### src/rtl/rpg_pkg.sv
package rpg_pkg;

  typedef enum logic [1:0] {
    HOLD_SHORT = 2'd0,
    HOLD_LONG  = 2'd1,
    HOLD_EXT   = 2'd2
  } hold_sel_t;

  // Number of timebase ticks in one hold interval for a given selection.
  function automatic int unsigned hold_ticks(hold_sel_t sel, int unsigned short_t,
                                             int unsigned long_t, int unsigned ext_t);
    case (sel)
      HOLD_LONG: return long_t;
      HOLD_EXT:  return ext_t;
      default:   return short_t;
    endcase
  endfunction

  // Largest value the hold counter ever has to represent.
  function automatic int unsigned max3(int unsigned a, int unsigned b, int unsigned c);
    int unsigned m;
    m = (a > b) ? a : b;
    return (m > c) ? m : c;
  endfunction

  // True when the tick just sampled completes the interval.
  function automatic logic interval_done(int unsigned count_now, int unsigned hold);
    return (count_now + 1) >= hold;
  endfunction

endpackage

### src/rtl/rpg_hold_timer.sv
module rpg_hold_timer
  import rpg_pkg::*;
#(
  parameter hold_sel_t   HOLD_SEL    = HOLD_SHORT,
  parameter int unsigned SHORT_TICKS = 50,
  parameter int unsigned LONG_TICKS  = 200,
  parameter int unsigned EXT_TICKS   = 16
) (
  input  logic clk,
  input  logic rst_n,
  input  logic supply_bad,
  input  logic wd_expire,
  input  logic ms_tick,
  input  logic ext_tick,
  output logic hold_active,
  output logic wd_start,
  output logic release_evt
);
  localparam int unsigned HOLD = hold_ticks(HOLD_SEL, SHORT_TICKS, LONG_TICKS, EXT_TICKS);
  localparam int unsigned MAXT = max3(SHORT_TICKS, LONG_TICKS, EXT_TICKS);
  localparam int unsigned CW   = $clog2(MAXT + 1);

  logic          tick;
  logic [CW-1:0] cnt_q;
  logic          act_q;

  // The unselected tick source is read but never counted.
  assign tick = (HOLD_SEL == HOLD_EXT) ? ext_tick : ms_tick;

  // Named internal events for the assertions.
  assign wd_start    = !act_q && !supply_bad && wd_expire;
  assign release_evt = act_q && !supply_bad && tick && interval_done(32'(cnt_q), HOLD);
  assign hold_active = act_q;

  always_ff @(posedge clk or negedge rst_n) begin
    if (!rst_n) begin
      act_q <= 1'b1;
      cnt_q <= '0;
    end else if (supply_bad) begin
      act_q <= 1'b1;
      cnt_q <= '0;
    end else if (release_evt) begin
      act_q <= 1'b0;
      cnt_q <= '0;
    end else if (act_q) begin
      if (tick) cnt_q <= cnt_q + 1'b1;
    end else if (wd_start) begin
      act_q <= 1'b1;
      cnt_q <= '0;
    end
  end

  assert_dip_restarts_R3: assert property (@(posedge clk) disable iff (!rst_n)
    supply_bad |=> (act_q && cnt_q == '0));

  assert_wd_starts_R4: assert property (@(posedge clk) disable iff (!rst_n)
    wd_start |=> (act_q && cnt_q == '0));

  assert_no_extend_R5: assert property (@(posedge clk) disable iff (!rst_n)
    (act_q && !supply_bad && !tick) |=> $stable(cnt_q));

  assert_count_bound_R2: assert property (@(posedge clk) disable iff (!rst_n)
    32'(cnt_q) < HOLD);

endmodule

### src/rtl/rpg_out_gate.sv
module rpg_out_gate (
  input  logic clk,
  input  logic rst_n,
  input  logic vcc_low,
  input  logic vcc_below_bat,
  input  logic hold_active,
  input  logic ce_in_n,
  input  logic pf_low,
  output logic supply_bad,
  output logic rst_out_n,
  output logic rst_out,
  output logic low_line_n,
  output logic ce_out_n,
  output logic pf_warn_n
);
  logic rst_req;

  assign supply_bad = vcc_low | vcc_below_bat;
  assign rst_req    = hold_active | supply_bad;
  assign rst_out_n  = ~rst_req;
  assign rst_out    = rst_req;
  assign low_line_n = ~vcc_low;
  assign ce_out_n   = vcc_low ? 1'b1 : ce_in_n;
  assign pf_warn_n  = ~(pf_low | vcc_below_bat);

  assert_ce_blocked_R8: assert property (@(posedge clk) disable iff (!rst_n)
    vcc_low |-> ce_out_n);

  assert_pf_forced_R9: assert property (@(posedge clk) disable iff (!rst_n)
    vcc_below_bat |-> !pf_warn_n);

  assert_lowline_flag_R7: assert property (@(posedge clk) disable iff (!rst_n)
    vcc_low |-> !low_line_n);

endmodule

### src/rtl/rpg_reset_gen.sv
module rpg_reset_gen
  import rpg_pkg::*;
#(
  parameter hold_sel_t   HOLD_SEL    = HOLD_SHORT,
  parameter int unsigned SHORT_TICKS = 50,
  parameter int unsigned LONG_TICKS  = 200,
  parameter int unsigned EXT_TICKS   = 16
) (
  input  logic clk,
  input  logic rst_n,
  input  logic vcc_low,
  input  logic vcc_below_bat,
  input  logic wd_expire,
  input  logic ce_in_n,
  input  logic pf_low,
  input  logic ms_tick,
  input  logic ext_tick,
  output logic rst_out_n,
  output logic rst_out,
  output logic low_line_n,
  output logic ce_out_n,
  output logic pf_warn_n
);
  logic supply_bad;
  logic hold_active;
  logic wd_start;
  logic release_evt;

  rpg_hold_timer #(
    .HOLD_SEL   (HOLD_SEL),
    .SHORT_TICKS(SHORT_TICKS),
    .LONG_TICKS (LONG_TICKS),
    .EXT_TICKS  (EXT_TICKS)
  ) u_timer (
    .clk        (clk),
    .rst_n      (rst_n),
    .supply_bad (supply_bad),
    .wd_expire  (wd_expire),
    .ms_tick    (ms_tick),
    .ext_tick   (ext_tick),
    .hold_active(hold_active),
    .wd_start   (wd_start),
    .release_evt(release_evt)
  );

  rpg_out_gate u_gate (
    .clk          (clk),
    .rst_n        (rst_n),
    .vcc_low      (vcc_low),
    .vcc_below_bat(vcc_below_bat),
    .hold_active  (hold_active),
    .ce_in_n      (ce_in_n),
    .pf_low       (pf_low),
    .supply_bad   (supply_bad),
    .rst_out_n    (rst_out_n),
    .rst_out      (rst_out),
    .low_line_n   (low_line_n),
    .ce_out_n     (ce_out_n),
    .pf_warn_n    (pf_warn_n)
  );

  assert_supply_forces_reset_R1: assert property (@(posedge clk) disable iff (!rst_n)
    (vcc_low || vcc_below_bat) |-> !rst_out_n);

  assert_wd_reset_next_R4: assert property (@(posedge clk) disable iff (!rst_n)
    wd_start |=> !rst_out_n);

  assert_release_opens_R2: assert property (@(posedge clk) disable iff (!rst_n)
    (release_evt && !wd_expire) |=> (rst_out_n || vcc_low || vcc_below_bat));

endmodule

### config.mk
export PLATFORM = sky130hd
export DESIGN_NAME = rpg_reset_gen
export DESIGN_NICKNAME = d
export VERILOG_FILES = /design/src/rtl/rpg_pkg.sv /design/src/rtl/rpg_hold_timer.sv /design/src/rtl/rpg_out_gate.sv /design/src/rtl/rpg_reset_gen.sv
export SDC_FILE = /design/constraint.sdc
export NUM_CORES = 1
export LEC_CHECK = 0
export BUFFER_PORTS_ARGS = -buffer_cell sky130_fd_sc_hd__buf_2
export CAP_MARGIN = 20
export CORE_MARGIN = 3
export CORE_UTILIZATION = 45
export DETAILED_ROUTE_END_ITERATION = 8
export GPL_TIMING_DRIVEN = 0
export PLACE_DENSITY = 0.76
export SYNTH_ARGS = -nofsm -noshare
export SYNTH_HDL_FRONTEND = slang
export SYNTH_HIERARCHICAL = 1
export SYNTH_SLANG_ARGS = --single-unit
### constraint.sdc
create_clock -name clk -period 4.63 [get_ports clk]
set_input_delay 0.2315 -clock clk [delete_from_list [all_inputs] [get_ports clk]]
set_output_delay 0.2315 -clock clk [all_outputs]
set_load 0.01 [all_outputs]
==> results of run 1 <==
-- flip-flops by register name, indices dropped and copies added (netlist names) --
signal,count
u_timer/hold_active,1
u_timer/cnt_q,8
-- worst paths after layout --
kind / startpoint / endpoint / cells after the start
min in group asynchronous: rst_n / u_timer/cnt_q[1] / 2
min reg2reg: u_timer/cnt_q[7] / u_timer/cnt_q[7] / 1
max reg2reg: u_timer/cnt_q[0] / u_timer/cnt_q[1] / 6
max in group asynchronous: rst_n / u_timer/hold_active / 2
max: u_timer/cnt_q[0] / u_timer/cnt_q[1] / 6
min: wd_expire / u_timer/hold_active / 3
-- final cells by class --
type                       count  area (sq um)  area share
tap                           15          18.8      0.0237
inverter                       6          22.5      0.0284
sequential                     9           226       0.286
clock buffer                   4          26.3      0.0332
buffer                         3          27.5      0.0348
multi-input combinational     60           400       0.506
timing repair buffer          13          70.1      0.0885
-- critical path, stage by stage (launching register included) --
cell and delay, ps:
dfrtp_1 490, ha_1 330, nand3_2 140, o41a_1 490, o21ai_4 250, nand2_1 100
o31ai_1 210
-- stage by stage --
stage | setup WS [ps] | util | total power [uW] | cells
after floorplan | 2810 | - | 90.0 | 78
after global placement | 2640 | 0.560 | 98.4 | 105
after detailed placement | 2580 | 0.560 | 98.8 | 105
after CTS | 2560 | 0.587 | 163 | 110
after global routing | 2410 | 0.587 | 168 | 110
final | 2540 | 0.587 | 160 | 110
-- timing repair --
action | in CTS | in global routing
hold buffers | 1 | 0
gates resized for setup | 0 | 0
hold endpoints to repair | 8 | 0
-- power groups by stage --
stage | clock [uW] | combinational [uW] | sequential, uW
2_1_floorplan | 0 | 8.08 | 81.9
3_3_place_gp | 0 | 16.2 | 82.2
3_5_place_dp | 0 | 16.4 | 82.3
4_1_cts | 65.1 | 17.1 | 80.9
5_1_grt | 67.6 | 19.2 | 81.2
6_report | 61.6 | 17.1 | 80.9
-- per-layer routing --
metal	vias to the layer above	GRT usage	share of wire
li1	319	-	-
met1	285	0.232	0.50
met2	14	0.221	0.46
met3	0	0.0478	0.037
met4	0	0.0585	0
met5	-	0	0
==> key figures, run 1 <==
Drt
  • Detailed-route via count: 618
  • Final WL: about 1.4 mm
  • DR pass1 iterations: 4
  • WL per Instance: around 13 um
  • First DRT Iteration DRCs: 18
  • DR vias/cell: 5.62
  • Post-route ant nets: 0
  • DRC Markers: 0

Floorplan
  • Core Region: 1350 sq um
  • Initial Util: 0.501
  • Row count: 13
  • I/O pins: 14
  • Die Ht: 44.8 um
  • DIE WIDTH: 44.8 um
  • Die Area: 2010 sq um

Timing
  • Final setup fails: 0
  • Final Cycle Share: 0.452
  • Setup TNS: 0 ps
  • Final Critical Period: between 2000 and 2500 ps
  • Slew headroom: 0.572
  • F_max: 0.478 GHz
  • Clock Skews: about 7.9 ps
  • Worst-Margin Slew: 641 ps
  • Hold Vio Cnt, Final: 0
  • Slew Limit Fails: 0
  • RSZ-0062 raised after global routing: false
  • Fin Hold WS: between 200 and 250 ps

Clocking
  • Post-CTS Setup Bufs: 0
  • Max clock buf depth: 2
  • Clock-pin slew of the registers on the worst-case setup and hold paths: 70 ps
  • H-tree depth: 1
  • Worst skew pair latency: between 200 and 300 ps
  • CTS tree: yes
  • Clock tree sinks: 9
  • Clk Tree Root Cell: clkbuf_4
  • Total CTS buffers: 3

Power and ir drop
  • Clock share of power: 0.386
  • P_sw: between 30 and 40 uW
  • Switching Fraction: 0.249
  • Pint: roughly 120 uW
  • VDD IR-drop max: 170 uV
  • Sequential power share: 0.507
  • Pwr Density: ~200 nW/um^2
  • Static Leak: ~0.00032 uW
  • Gate power share: 0.107

Flow run
  • Max Cap Viol: 0

Critical path
  • CP Capture Type: register
  • Worst setup path category: register to register
  • CP required: between 4000 and 5000 ps
  • Worst setup SP type: register
  • Crit path max fanout: 9
  • R2r setup slk: 2540 ps
  • Worst Path Arrival: roughly 2300 ps

Layout
  • Fillers: 123
  • Most frequent cells in the layout: buf_2, dfrtp_1, nor2_1
  • Area Growth Syn to Fin: 17.0%
  • Design Area, Final: ~790 sq um
  • Most common cell after layout, fill and taps aside: buf_2
  • Antenna Cells: 0
  • Nets: ~110
  • Share of cells above drive strength 1: 0.253

Global routing
  • Vias in the first global route: 523
  • Largest net degree at the start of global routing: 11
  • Initial antenna violation count: 0
  • First-pass GRT wire length: 2.33 mm
  • Grt ovf: 0
  • GRT Total Usage: 0.159

Logic synthesis
  • Avg Synthesized Cell Area: around 8.7 sq um
  • Yosys warns: 6
  • Mapped cell area: 677 sq um
  • Post-synthesis instance total: 78
  • Net Count, Synth: 89

Outcome
  • Status: finished clean

Placed design
  • Buffers on Ports: 12
  • Routability cong.: 0.832
  • DP Area: approximately 760 sq um

Hold path
  • Hold Path Class: input pin to register
Note: power is estimated with default switching activity, not from simulation.
==> run 2, diff against run 1 <==
--- a/config.mk
+++ b/config.mk
@@ -5,6 +5,7 @@
 export SDC_FILE = /design/constraint.sdc
 export NUM_CORES = 1
 export LEC_CHECK = 0
+export ABC_AREA = 1
 export BUFFER_PORTS_ARGS = -buffer_cell sky130_fd_sc_hd__buf_2
 export CAP_MARGIN = 20
 export CORE_MARGIN = 3
==> constraint.sdc (replaced) <==
create_clock -name clk -period 2 [get_ports clk]
set_input_delay 0.1 -clock clk [delete_from_list [all_inputs] [get_ports clk]]
set_output_delay 0.1 -clock clk [all_outputs]
set_load 0.01 [all_outputs]
==> run 2 against run 1 <==
- synthesized cell count up 22%
- sequential share of layout area up 1.2 points
- setup slack worse by 2200 ps
- hold slack worse by 120 ps
- area after synthesis down 4.8%
- register-to-register slack worse by 2200 ps
==> key figures, run 2 <==
Outcome
  • Status: finished clean

Power and ir drop
  • Clock share of power: 0.376 (-0.010)
  • P_sw: 91.0 uW (+130%)
  • Static Leak: 0.000445 uW (+38%)
  • Pint: 280 uW (+130%)
  • Sequential power share: 0.508 (about the same)
  • Pwr Density: 488 nW/um^2 (+140%)
  • Gate power share: 0.116 (+0.009)
  • Switching Fraction: 0.245 (-0.00390)
  • VDD IR-drop max: 386 uV (+130%)

Logic synthesis
  • Yosys warns: 6 (unchanged)
  • Mapped cell area: 644 sq um (-4.8%)
  • Post-synthesis instance total: 95 (+22%)
  • Net Count, Synth: 106 (+19%)
  • Avg Synthesized Cell Area: 6.78 sq um (-22%)

Drt
  • DRC Markers: 0 (unchanged)
  • Final WL: 1.20 mm (-16%)
  • Post-route ant nets: 0 (unchanged)
  • WL per Instance: 9.47 um (-27%)
  • Detailed-route via count: 606 (-1.9%)
  • DR vias/cell: 4.77 (-15%)
  • DR pass1 iterations: 4 (unchanged)
  • First DRT Iteration DRCs: 19 (+1)

Flow run
  • Max Cap Viol: 0 (unchanged)

Timing
  • Hold Vio Cnt, Final: 0 (unchanged)
  • Slew headroom: 0.773 (+0.201)
  • Final setup fails: 0 (unchanged)
  • Slew Limit Fails: 0 (unchanged)
  • Final Critical Period: 1670 ps (-418 ps)
  • F_max: 0.597 GHz (+25%)
  • Clock Skews: 12.3 ps (+4.42 ps)
  • Worst-Margin Slew: 338 ps (-303 ps)
  • Setup TNS: 0 ps (unchanged)
  • RSZ-0062 raised after global routing: false
  • Final Cycle Share: 0.837 (+0.385)

Layout
  • Antenna Cells: 0 (unchanged)
  • Fillers: 127 (+3.3%)
  • Flip-flop count of the largest register after layout: 8 (unchanged)
  • Sequential cell area: 226 sq um (unchanged)
  • Nets: 124 (+16%)
  • Most common cell after layout, fill and taps aside: nand2_1
  • Share of cells above drive strength 1: 0.268 (+0.0152)
  • Final core area utilization: 0.576 (-0.0102)
  • Area Growth Syn to Fin: 17.9%
  • Reg with most FFs: u_timer/cnt_q
  • Multi-input logic area: 343 sq um (-14%)
  • Most frequent cells in the layout: nand2_1, inv_1, buf_2

Critical path
  • Worst Path Arrival: 1870 ps (-390 ps)
  • CP max stage cell: dfrtp_1
  • Worst setup path category: register to register
  • Worst path most repeated cell: nand2_1
  • Top delay family on crit path: simple AND/OR/NAND/NOR gates
  • Crit path max fanout: 7 (-2)
  • WP depth: 10 (+4)
  • R2R cell count: 10 (+4)
  • WP buf/inv: 1 (+1)
  • CP required: 2190 ps (-2610 ps)
  • Worst reg2reg startpoint: u_timer/cnt_q[0]
  • R2r setup slk: 330 ps (-2210 ps)
  • CP Capture Type: register
  • Critical-path cell list: ha_1 -> inv_1 -> or2_2 -> nor2_1 -> nand2_1 -> nand3_1 -> nand2_2 -> nand2_4 -> nand4_1 -> nand2_1
  • Worst setup SP type: register
  • Worst flop-to-flop path endpoint: u_timer/cnt_q[4]
  • Slowest Stage Delay on Critical Path: 430 ps (-60 ps)

Hold path
  • Worst hold start: wd_expire
  • WHS Path Cells: 3 (unchanged)
  • Hold Path End: u_timer/hold_active
  • Hold Path Class: input pin to register

Floorplan
  • DIE WIDTH: 43.8 um (-2.1%)
  • Core Region: 1320 sq um (-2.4%)
  • I/O pins: 14 (unchanged)
  • Row count: 13 (unchanged)
  • Die Area: 1920 sq um (-4.2%)
  • Die Ht: 43.8 um (-2.1%)
  • Initial Util: 0.489 (-0.0123)

Clocking
  • Worst skew pair latency: 260 ps (about the same)
  • Total CTS buffers: 3 (unchanged)
  • Clock-pin slew of the registers on the worst-case setup and hold paths: 70 ps (about the same)
  • H-tree depth: 1 (unchanged)
  • Clk Tree Root Cell: clkbuf_4
  • Clock tree sinks: 9 (unchanged)
  • Post-CTS resize count: 0 (unchanged)
  • CTS tree: yes
  • Max clock buf depth: 2 (unchanged)
  • Hold-fix buffers, CTS: 1 (unchanged)
  • Post-CTS Setup Bufs: 0 (unchanged)

Placed design
  • Routability cong.: 0.825 (-0.87%)
  • Placed wire-length estimate: 992 um
  • Buffers on Ports: 12 (unchanged)

Global routing
  • Largest net degree at the start of global routing: 10 (-1)
  • GRT Total Usage: 0.148 (-0.0114)
  • Initial antenna violation count: 0 (unchanged)
  • Vias in the first global route: 528 (+0.96%)
  • First-pass GRT wire length: 2.10 mm (-9.5%)
  • Grt ovf: 0 (unchanged)
==> run 2: layer usage <==
layer | part of all wire | vias up | wire length [um] | track usage
li1 | - | 324 | - | -
met1 | 0.51 | 264 | 608 | 0.187
met2 | 0.42 | 18 | 503 | 0.224
met3 | 0.076 | 0 | 91 | 0.0622
met4 | 0 | 0 | 0 | 0.0542
met5 | 0 | - | 0 | 0
==> run 2: area by class of cell <==
| class | count | area share |
|---|---|---|
| multi-input combinational | 66 | 0.451 |
| sequential | 9 | 0.298 |
| inverter | 20 | 0.0988 |
| timing repair buffer | 13 | 0.0923 |
| clock buffer | 4 | 0.0346 |
| tap | 15 | 0.0247 |
==> run 2: power groups by stage <==
| stage | sequential, uW | clock (uW) | combinational [uW] |
|---|---|---|---|
| after CTS | 188 | 145 | 43.8 |
| after global placement | 191 | 0 | 41.0 |
| after floorplan | 191 | 0 | 25.1 |
| final | 188 | 139 | 43.0 |
| after detailed placement | 192 | 0 | 42.1 |
| after global routing | 189 | 152 | 49.5 |
==> run 2: stage by stage <==
step                area [sq um]  hold slack [ps]  total power (uW)  cells  setup slack, ps
CTS                          759             80.6               377    127              317
global route                 759             82.8               390    127              168
floorplan                    644             -196               216     95              470
global placement             723            -41.3               232    122              367
detailed placement           723            -39.2               234    122              327
finish                       759             84.4               371    127              326
==> run 2: worst max-delay path by stage <==
stage / endpoint / slack (ps) / start
finish: u_timer/cnt_q[4] / 330 / u_timer/cnt_q[0]
global route: u_timer/cnt_q[4] / 170 / u_timer/cnt_q[0]
CTS: u_timer/cnt_q[4] / 320 / u_timer/cnt_q[0]
detailed placement: u_timer/cnt_q[4] / 330 / u_timer/cnt_q[0]
global placement: u_timer/cnt_q[5] / 370 / u_timer/cnt_q[0]
floorplan: u_timer/cnt_q[4] / 470 / u_timer/cnt_q[0]
==> run 2: tightest hold or removal path: cells and delay by family <==
family                 cells  cell delay, ps
and+or+nand+nor            2             140
buffers and inverters      1              70
